`src/rtl/refresh_pkg.sv`:
```
package refresh_pkg;
  localparam int unsigned CFG_W  = 32;
  localparam int unsigned SR_POS = 31;

  typedef enum logic [1:0] {
    PEND_KEEP = 2'd0,
    PEND_UP   = 2'd1,
    PEND_DOWN = 2'd2
  } pend_op_e;
endpackage

```
`src/rtl/refresh_cfg_reg.sv`:
```
module refresh_cfg_reg
  import refresh_pkg::*;
#(
  parameter int unsigned IVL_W  = 16,
  parameter int unsigned TRFC_W = 8,
  parameter logic [IVL_W-1:0] RESET_IVL = 16'h0753,
  parameter logic [IVL_W-1:0] IVL_FLOOR = 16'h0100
) (
  input  logic              clk,
  input  logic              rst_n,
  input  logic              wr_en,
  input  logic [CFG_W-1:0]  wr_data,
  input  logic [TRFC_W-1:0] trfc,
  output logic              sr_bit,
  output logic [IVL_W-1:0]  ivl,
  output logic [IVL_W-1:0]  ivl_wr_val,
  output logic [CFG_W-1:0]  rd_data
);
  localparam int unsigned PAD_W = CFG_W - 1 - IVL_W;

  logic [IVL_W-1:0] wr_ivl;

  // Intervals under the floor are replaced by twice the row-cycle time.
  always_comb begin
    wr_ivl     = wr_data[IVL_W-1:0];
    ivl_wr_val = (wr_ivl < IVL_FLOOR) ? IVL_W'({trfc, 1'b0}) : wr_ivl;
  end

  always_ff @(posedge clk or negedge rst_n) begin
    if (!rst_n) begin
      sr_bit <= 1'b0;
      ivl    <= RESET_IVL;
    end else if (wr_en) begin
      sr_bit <= wr_data[SR_POS];
      ivl    <= ivl_wr_val;
    end
  end

  assign rd_data = {sr_bit, {PAD_W{1'b0}}, ivl};
endmodule

```
`src/rtl/refresh_timer.sv`:
```
module refresh_timer
  import refresh_pkg::*;
#(
  parameter int unsigned IVL_W    = 16,
  parameter int unsigned PEND_MAX = 8,
  parameter int unsigned PEND_W   = 4,
  parameter logic [IVL_W-1:0] RESET_IVL = 16'h0753
) (
  input  logic              clk,
  input  logic              rst_n,
  input  logic              load,
  input  logic [IVL_W-1:0]  load_val,
  input  logic              restart,
  input  logic [IVL_W-1:0]  ivl,
  input  logic              freeze,
  input  logic              take,
  output logic [PEND_W-1:0] pend,
  output logic              pend_zero
);
  logic [IVL_W-1:0] cnt_q;
  logic             expire;
  pend_op_e         op;

  assign expire = !freeze && (cnt_q == '0);

  always_ff @(posedge clk or negedge rst_n) begin
    if (!rst_n)       cnt_q <= RESET_IVL - 1'b1;
    else if (load)    cnt_q <= load_val - 1'b1;
    else if (restart) cnt_q <= ivl - 1'b1;
    else if (freeze)  cnt_q <= cnt_q;
    else if (expire)  cnt_q <= ivl - 1'b1;
    else              cnt_q <= cnt_q - 1'b1;
  end

  always_comb begin
    unique case ({expire, take})
      2'b10:   op = PEND_UP;
      2'b01:   op = PEND_DOWN;
      default: op = PEND_KEEP;
    endcase
  end

  always_ff @(posedge clk or negedge rst_n) begin
    if (!rst_n) pend <= '0;
    else begin
      unique case (op)
        PEND_UP:   if (pend != PEND_W'(PEND_MAX)) pend <= pend + 1'b1;
        PEND_DOWN: pend <= pend - 1'b1;
        default:   pend <= pend;
      endcase
    end
  end

  assign pend_zero = (pend == '0);
endmodule

```
`src/rtl/refresh_sr_ctl.sv`:
```
module refresh_sr_ctl (
  input  logic clk,
  input  logic rst_n,
  input  logic sr_bit,
  input  logic pend_zero,
  input  logic sr_ack,
  output logic sr_req,
  output logic sr_active,
  output logic freeze,
  output logic exit_done
);
  logic want_in, want_out, hs;

  always_comb begin
    want_in   = sr_bit && !sr_active && pend_zero;
    want_out  = !sr_bit && sr_active;
    sr_req    = want_in || want_out;
    hs        = sr_req && sr_ack;
    exit_done = hs && sr_active;
    freeze    = sr_bit || sr_active;
  end

  always_ff @(posedge clk or negedge rst_n) begin
    if (!rst_n)  sr_active <= 1'b0;
    else if (hs) sr_active <= sr_bit;
  end
endmodule

```
`src/rtl/refresh_ctrl.sv`:
```
module refresh_ctrl
  import refresh_pkg::*;
#(
  parameter int unsigned IVL_W    = 16,
  parameter int unsigned TRFC_W   = 8,
  parameter int unsigned PEND_MAX = 8,
  parameter logic [IVL_W-1:0] RESET_IVL = 16'h0753,
  parameter logic [IVL_W-1:0] IVL_FLOOR = 16'h0100
) (
  input  logic              clk,
  input  logic              rst_n,
  input  logic              cfg_we,
  input  logic [31:0]       cfg_wdata,
  output logic [31:0]       cfg_rdata,
  input  logic [TRFC_W-1:0] trfc,
  output logic              ref_valid,
  input  logic              ref_ready,
  output logic              sr_req,
  input  logic              sr_ack,
  output logic              sr_active
);
  localparam int unsigned PEND_W = $clog2(PEND_MAX + 1);

  logic              sr_bit, freeze, exit_done, pend_zero, take;
  logic [IVL_W-1:0]  ivl, ivl_wr_val;
  logic [PEND_W-1:0] pend_q;

  refresh_cfg_reg #(
    .IVL_W(IVL_W), .TRFC_W(TRFC_W), .RESET_IVL(RESET_IVL), .IVL_FLOOR(IVL_FLOOR)
  ) u_cfg (
    .clk(clk), .rst_n(rst_n), .wr_en(cfg_we), .wr_data(cfg_wdata), .trfc(trfc),
    .sr_bit(sr_bit), .ivl(ivl), .ivl_wr_val(ivl_wr_val), .rd_data(cfg_rdata)
  );

  refresh_timer #(
    .IVL_W(IVL_W), .PEND_MAX(PEND_MAX), .PEND_W(PEND_W), .RESET_IVL(RESET_IVL)
  ) u_timer (
    .clk(clk), .rst_n(rst_n), .load(cfg_we), .load_val(ivl_wr_val),
    .restart(exit_done), .ivl(ivl), .freeze(freeze), .take(take),
    .pend(pend_q), .pend_zero(pend_zero)
  );

  refresh_sr_ctl u_sr (
    .clk(clk), .rst_n(rst_n), .sr_bit(sr_bit), .pend_zero(pend_zero),
    .sr_ack(sr_ack), .sr_req(sr_req), .sr_active(sr_active),
    .freeze(freeze), .exit_done(exit_done)
  );

  assign ref_valid = !pend_zero && !sr_active;
  assign take      = ref_valid && ref_ready;
endmodule

```
`config.mk`:
```
export PLATFORM = sky130hd
export DESIGN_NAME = refresh_ctrl
export DESIGN_NICKNAME = d
export VERILOG_FILES = /design/src/rtl/refresh_pkg.sv /design/src/rtl/refresh_cfg_reg.sv /design/src/rtl/refresh_timer.sv /design/src/rtl/refresh_sr_ctl.sv /design/src/rtl/refresh_ctrl.sv
export SDC_FILE = /design/constraint.sdc
export NUM_CORES = 1
export LEC_CHECK = 0
export ABC_AREA = 1
export BUFFER_PORTS_ARGS = -buffer_cell sky130_fd_sc_hd__buf_2
export CAP_MARGIN = 20
export CORE_MARGIN = 1.5
export CORE_UTILIZATION = 55
export CTS_BUF_LIST = sky130_fd_sc_hd__clkbuf_8 sky130_fd_sc_hd__clkbuf_16
export CTS_CLUSTER_SIZE = 24
export DETAILED_ROUTE_END_ITERATION = 8
export HOLD_SLACK_MARGIN = 0.15
export PLACE_DENSITY = 0.85
export SETUP_SLACK_MARGIN = 0.3
export SYNTH_ARGS = -nofsm -noshare
export SYNTH_HDL_FRONTEND = slang
export SYNTH_HIERARCHICAL = 1
export SYNTH_SLANG_ARGS = --single-unit
```
`constraint.sdc`:
```
create_clock -name clk -period 2.05 [get_ports clk]
set_clock_uncertainty 0.1 [all_clocks]
set_input_delay 0.205 -clock clk [delete_from_list [all_inputs] [get_ports clk]]
set_output_delay 0.205 -clock clk [all_outputs]
set_load 0.01 [all_outputs]
```
==> results_dict.tcl, run 1 <==
set metrics [dict create \
    outcome "finished with violations" \
    violations "design-rule violations" \
    cap_violations 0 \
    ys_seq_elements 38 \
    rr_endpoint "u_timer/pend[3]" \
    die_area_mm2 0.00721 \
    cts.sinks 38 \
    synth_cells 592 \
    finalCritPeriodShare_pct 95.2 \
    p_per_area_mw_per_mm2 770 \
    cp.required_ns 2.16 \
    worst_r2r_path_depth 11 \
    synth_ff_type "dfrtp_1" \
    startpoint "u_timer/pend[1]" \
    synth-compound-area-share_pct 8.28 \
    yosys-top-cells-area "nand2_1 18%, dfrtp_1 17%, dfstp_2 9.3%" \
    stdcell_area_mm2 0.00486 \
    path_class "flop to flop" \
    drive_gt1_share_pct 35.6 \
    synth_top_family_by_area "simple AND/OR/NAND/NOR gates" \
    cts_buffers 5 \
    syn-cell-area_mm2 0.00369 \
    ant_nets 0 \
    drt-pass1-iter-count 7 \
    die_y_um 84.9 \
    h-tree-depth 2 \
    synth_common_cells "177 x nand2_1, 77 x inv_1, 73 x nor2_1" \
    clkTransAtPathRegs_ns 0.08 \
    cp.depth 11 \
    gp_congestion 0.958 \
    synth_adder_area_share_pct 1.70 \
    hold_viol 0 \
    rsz0062_at_grt "true" \
    drc 4 \
    p_sw_share_pct 42.7 \
    power.net_switching_uw 1600 \
    routedWlPerCell_um 15.4 \
    worst_setup_path_end_kind "flop" \
    power_frac_clock_pct 16.6 \
    synthMostInstantiatedCell "nand2_1" \
    path_max_fanout 3 \
    grt_max_degree 39 \
    syn_area_per_cell_um2 6.23 \
    yosys_warnings 6 \
    slew_headroom_pct 38.4 \
    track_usage_pct 30.8 \
    cp_slowest_cell "dfrtp_2" \
    nets 726 \
    yosysTopAreaCell "nand2_1" \
    dr_total_vias 4169 \
    viasPerCell 5.53 \
    rows 29 \
    r2r_slack_ns 0.1 \
    syn2layout_area_growth_pct 31.7 \
    cp-start-kind "flop" \
    cts_tree "done" \
    p_comb_share_pct 52.0 \
    cp_cell_sequence "nor3_4 -> inv_2 -> buf_4 -> buf_4 -> buf_4 -> buf_6 -> buf_6 -> buf_6 -> nand2_2 -> nand2_2 -> xnor2_2" \
    worst-path-buf-inv 7 \
    dpl_cell_area_mm2 0.00403 \
    whs_ns 0.160 \
    hp-class "input port to flop" \
    yosysUniqueCellTypes 36 \
    place_ws_ns -0.0889 \
    synth_top_area_share_pct 18.0 \
    antenna_found_initial 0 \
    drt_iter0_markers 369 \
    insertedDiodeCount 0 \
    maxSlewViolCount 0 \
    r2r-start "u_timer/pend[1]" \
    grt_pass1_vias 3866 \
    dp_hpwl_um 7500 \
    ir_drop_mv 0.363 \
    cts_max_path_buffers 2 \
    synth_edf_count 0 \
    p_leak_uw 0.00248 \
    setup-violations-final 0 \
    clk-insertion-delay-late_ns 0.29 \
    synthArstFlopShare_pct 100 \
    wl_um 11600 \
    cts_root_buf "clkbuf_8" \
    synth_xor_area_share_pct 2.85 \
    endpoint "u_timer/pend[3]" \
    fin_crit_ns 1.95 \
    slowest_delay_ns 0.44 \
    die_w_um 84.9 \
    critPathArrivalTime_ns 2.06 \
    tightest_slew_ns 0.925 \
    seq_area_frac_synth_pct 26.2 \
    setup_slack_ns 0.0984 \
    seq_power_share_pct 31.4 \
    portBuffers 49 \
    synthSimpleGateAreaFrac_pct 43.7 \
    coreArea_mm2 0.00642 \
    grt_pass1_wl_um 17600 \
    ios 80 \
    synth_mux_area_share_pct 0 \
    fmax_ghz 0.512 \
    crit_family "buffers and inverters" \
    overflow 0 \
    intPower_uw 2140 \
    start_util_pct 57.4 \
]
## per-layer routing
layer / routed length [um] / vias to the layer above / global-route usage [%] / share of wire, %
met4: 418 / 0 / 12.8 / 3.6
met5: 0 / - / 0 / 0
met3: 810 / 40 / 4.47 / 7.0
li1: - / 1966 / - / -
met1: 4490 / 1949 / 37.7 / 39
met2: 5860 / 214 / 54.1 / 51
## timing repair
item / 4_1_cts / 5_1_grt
endpoints found under the setup margin: 22 / 22
hold endpoints to repair: 29 / 0
buffers inserted: 19 / 10
pin swaps: 25 / 22
cloned: 2 / 1
gates resized for setup: 60 / 41
hold buffers: 5 / 0
## cell type report
type / instances / area, um2
Clock buffer: 8 / 110
Tap cell: 77 / 96.3
Sequential cell: 38 / 970
Multi-Input combinational cell: 440 / 2560
Timing Repair inverter: 1 / 16.3
Fill cell: 463 / 1560
Inverter: 79 / 315
Timing Repair Buffer: 111 / 788
## power groups by stage
| stage | logic, uW | registers [uW] | clock network [uW] |
|---|---|---|---|
| 3_5_place_dp | 1240 | 1170 | 0 |
| 2_1_floorplan | 993 | 1120 | 0 |
| 4_1_cts | 1590 | 1150 | 628 |
| 3_3_place_gp | 1180 | 1160 | 0 |
| 5_1_grt | 2120 | 1200 | 661 |
| 6_report | 1950 | 1180 | 620 |
## flip-flops by register name, summed over array words and instances, names as in the netlist
register and flops:
u_sr/sr_active 1, u_timer/cnt_q 16, u_cfg/sr_bit 1, u_cfg/ivl 16, u_timer/pend 4
## logic make-up (layout without fill, tap and decap cells)
logic type / count (synthesis) / in the layout
buf+inv: 129 / 199
flops: 38 / 38
compound gates: 51 / 51
simple gates: 356 / 357
fa+ha+maj: 5 / 5
xor+xnor: 12 / 12
other cells: 1 / 15
## through the flow
step / setup TNS, ns / util (%) / std cells / total power, uW
6_report: 0 / 75.6 / 754 / 3740
5_1_grt: 0 / 75.6 / 754 / 3980
4_1_cts: 0 / 72.0 / 743 / 3370
3_5_place_dp: -0.258 / 62.7 / 709 / 2410
3_3_place_gp: 0 / 62.7 / 709 / 2340
2_1_floorplan: 0 / - / 606 / 2110
## placed cells by master, fill, tap and decap left out, drive strengths merged, types with 13 or more instances in the layout
master,netlist,routed
dfrtp,25,25
buf,40,106
nand3,67,67
nor2,84,85
dfstp,13,13
o21ai,20,20
inv,78,77
conb,1,15
nand2,185,185
a21oi,20,20
## how the worst min path moves through the flow
stage | start | cells after the start | to | slack [ns]
2_1_floorplan | rst_n | 0 | u_cfg/ivl[11] | -0.19
3_3_place_gp | rst_n | 1 | u_cfg/ivl[14] | 0.25
3_5_place_dp | rst_n | 1 | u_cfg/ivl[13] | 0.29
4_1_cts | cfg_wdata[2] | 4 | u_cfg/ivl[2] | 0.16
5_1_grt | cfg_wdata[2] | 4 | u_cfg/ivl[2] | 0.18
6_report | trfc[6] | 5 | u_cfg/ivl[7] | 0.16
## worst min-delay path, cell delays in order
cell and delay, ns:
buf_2 0.07, inv_1 0.03, nand2_1 0.07, nand3_1 0.08
nand2_1 0.06
No activity file was read; power rests on OpenSTA's default activity.
==> run 2: changes to the inputs <==
--- a/config.mk
+++ b/config.mk
@@ -13,6 +13,7 @@
 export CTS_BUF_LIST = sky130_fd_sc_hd__clkbuf_8 sky130_fd_sc_hd__clkbuf_16
 export CTS_CLUSTER_SIZE = 24
 export DETAILED_ROUTE_END_ITERATION = 8
+export GPL_TIMING_DRIVEN = 0
 export HOLD_SLACK_MARGIN = 0.15
 export PLACE_DENSITY = 0.85
 export SETUP_SLACK_MARGIN = 0.3
==> results_dict.tcl, run 2 (synthesis gave the netlist of run 1 again) <==
set metrics [dict create \
    coreArea_mm2 0.00642 \
    tightest_slew_ns 0.907 \
    h-tree-depth 2 \
    antenna_found_initial 0 \
    highest_layer "met4" \
    drt-pass1-iter-count 7 \
    ir_drop_mv 0.401 \
    cp-start-kind "flop" \
    hp-class "input port to flop" \
    whs_path_depth 4 \
    cts_buffers 5 \
    cap_violations 0 \
    final_common_cell "nand2_1" \
    setup-violations-final 0 \
    cts_tree "done" \
    clk-insertion-delay-late_ns 0.30 \
    worst_setup_path_end_kind "flop" \
    drc 4 \
    wl_met2_um 5740 \
    syn2layout_area_growth_pct 32.2 \
    die_y_um 84.9 \
    hold_viol 0 \
    ant_nets 0 \
    fmax_ghz 0.519 \
    ios 80 \
    fill_cells 511 \
    cp.required_ns 2.18 \
    track_usage_pct 30.6 \
    path_max_fanout 10 \
    dpl_cell_area_mm2 0.00416 \
    finalCritPeriodShare_pct 93.9 \
    cts_root_buf "clkbuf_8" \
    portBuffers 49 \
    worst_r2r_path_depth 14 \
    routedWlPerCell_um 14.2 \
    top_regs "u_cfg/ivl: 16 flops, u_timer/cnt_q: 16 flops, u_timer/pend: 4 flops" \
    drive_gt1_share_pct 33.5 \
    whs_ns 0.175 \
    grt_max_degree 39 \
    stdcell_area_mm2 0.00488 \
    critPathArrivalTime_ns 2.06 \
    overflow 0 \
    path_class "flop to flop" \
    cts.sinks 38 \
    wl_um 11100 \
    gp_congestion 0.931 \
    p_leak_uw 0.00255 \
    slew_headroom_pct 39.5 \
    outcome "finished with violations" \
    nets 753 \
    fin_crit_ns 1.93 \
    grt_pass1_wl_um 17500 \
    place_ws_ns -0.155 \
    rows 29 \
    dp_hpwl_um 7550 \
    final_cell_mix "166 x nand2_1, 69 x inv_1, 56 x buf_4" \
    p_per_area_mw_per_mm2 702 \
    met3_length_um 565 \
    clkTransAtPathRegs_ns 0.07 \
    cts_max_path_buffers 2 \
    setup_tns_ns 0 \
    grt_pass1_vias 3832 \
    die_w_um 84.9 \
    dr_total_vias 4120 \
    insertedDiodeCount 0 \
    die_area_mm2 0.00721 \
    violations "design-rule violations" \
    drt_iter0_markers 287 \
    setup_slack_ns 0.125 \
    rsz0062_at_grt "true" \
    start_util_pct 57.4 \
    maxSlewViolCount 0 \
    viasPerCell 5.28 \
    m1WireLength_um 4570 \
]
## run 2: what timing repair did
| action | CTS | global route |
|---|---|---|
| hold buffers | 16 | 0 |
| setup buffers | 15 | 8 |
| endpoints found under the setup margin | 22 | 22 |
| endpoints found under the hold margin | 39 | 0 |
| cloned | 2 | 0 |
| gates resized for setup | 35 | 40 |
| pin swaps | 13 | 13 |
## run 2: final timing paths
check	start	to	slack [ns]
max	u_timer/cnt_q[1]	u_timer/cnt_q[6]	0.12
min	cfg_wdata[4]	u_cfg/ivl[4]	0.17
max reg2reg	u_timer/cnt_q[1]	u_timer/cnt_q[6]	0.12
min reg2reg	u_timer/cnt_q[10]	u_timer/cnt_q[10]	0.39
max in group asynchronous	rst_n	u_timer/pend[1]	0.76
min in group asynchronous	rst_n	u_cfg/sr_bit	0.47
## run 2: layout make-up
type | instances | area [um2] | area share, %
multi-input cells | 440 | 2440 | 50.0
flip-flops and latches | 38 | 970 | 19.9
repair buffers | 89 | 612 | 12.5
plain buffers | 50 | 350 | 7.19
inverters | 79 | 302 | 6.18
clock buffers | 8 | 110 | 2.26
well taps | 77 | 96.3 | 1.98
## run 2: report_power, final
| group | internal (uW) | switching [uW] |
|---|---|---|
| combinational | 710 | 935 |
| sequential | 954 | 209 |
| clock | 340 | 277 |
| total | 2000 | 1420 |
## run 2: worst max-delay path, stage by stage, from the launching register on
cell,delay [ns]
dfstp_2,0.54
inv_2,0.05
ha_4,0.14
inv_2,0.06
nor2_1,0.04
nand2_1,0.09
nor2_4,0.06
nand2_4,0.10
nand2_4,0.10
buf_8,0.16
nand3b_1,0.11
nand3_1,0.08
nand2_1,0.09
nand2_1,0.06
nand2_1,0.09
## run 2: through the flow
stage | power, uW | instances | utilization (%)
6_report | 3430 | 781 | 75.9
5_1_grt | 3670 | 781 | 75.9
3_5_place_dp | 2440 | 732 | 64.8
2_1_floorplan | 2110 | 606 | -
3_3_place_gp | 2400 | 732 | 64.8
4_1_cts | 3260 | 773 | 73.1
## run 2: metal layers
metal	vias to the layer above	global-route usage, %
li1	2016	-
met4	0	13.1
met2	151	55.0
met1	1934	37.3
met3	19	3.21
met5	-	0
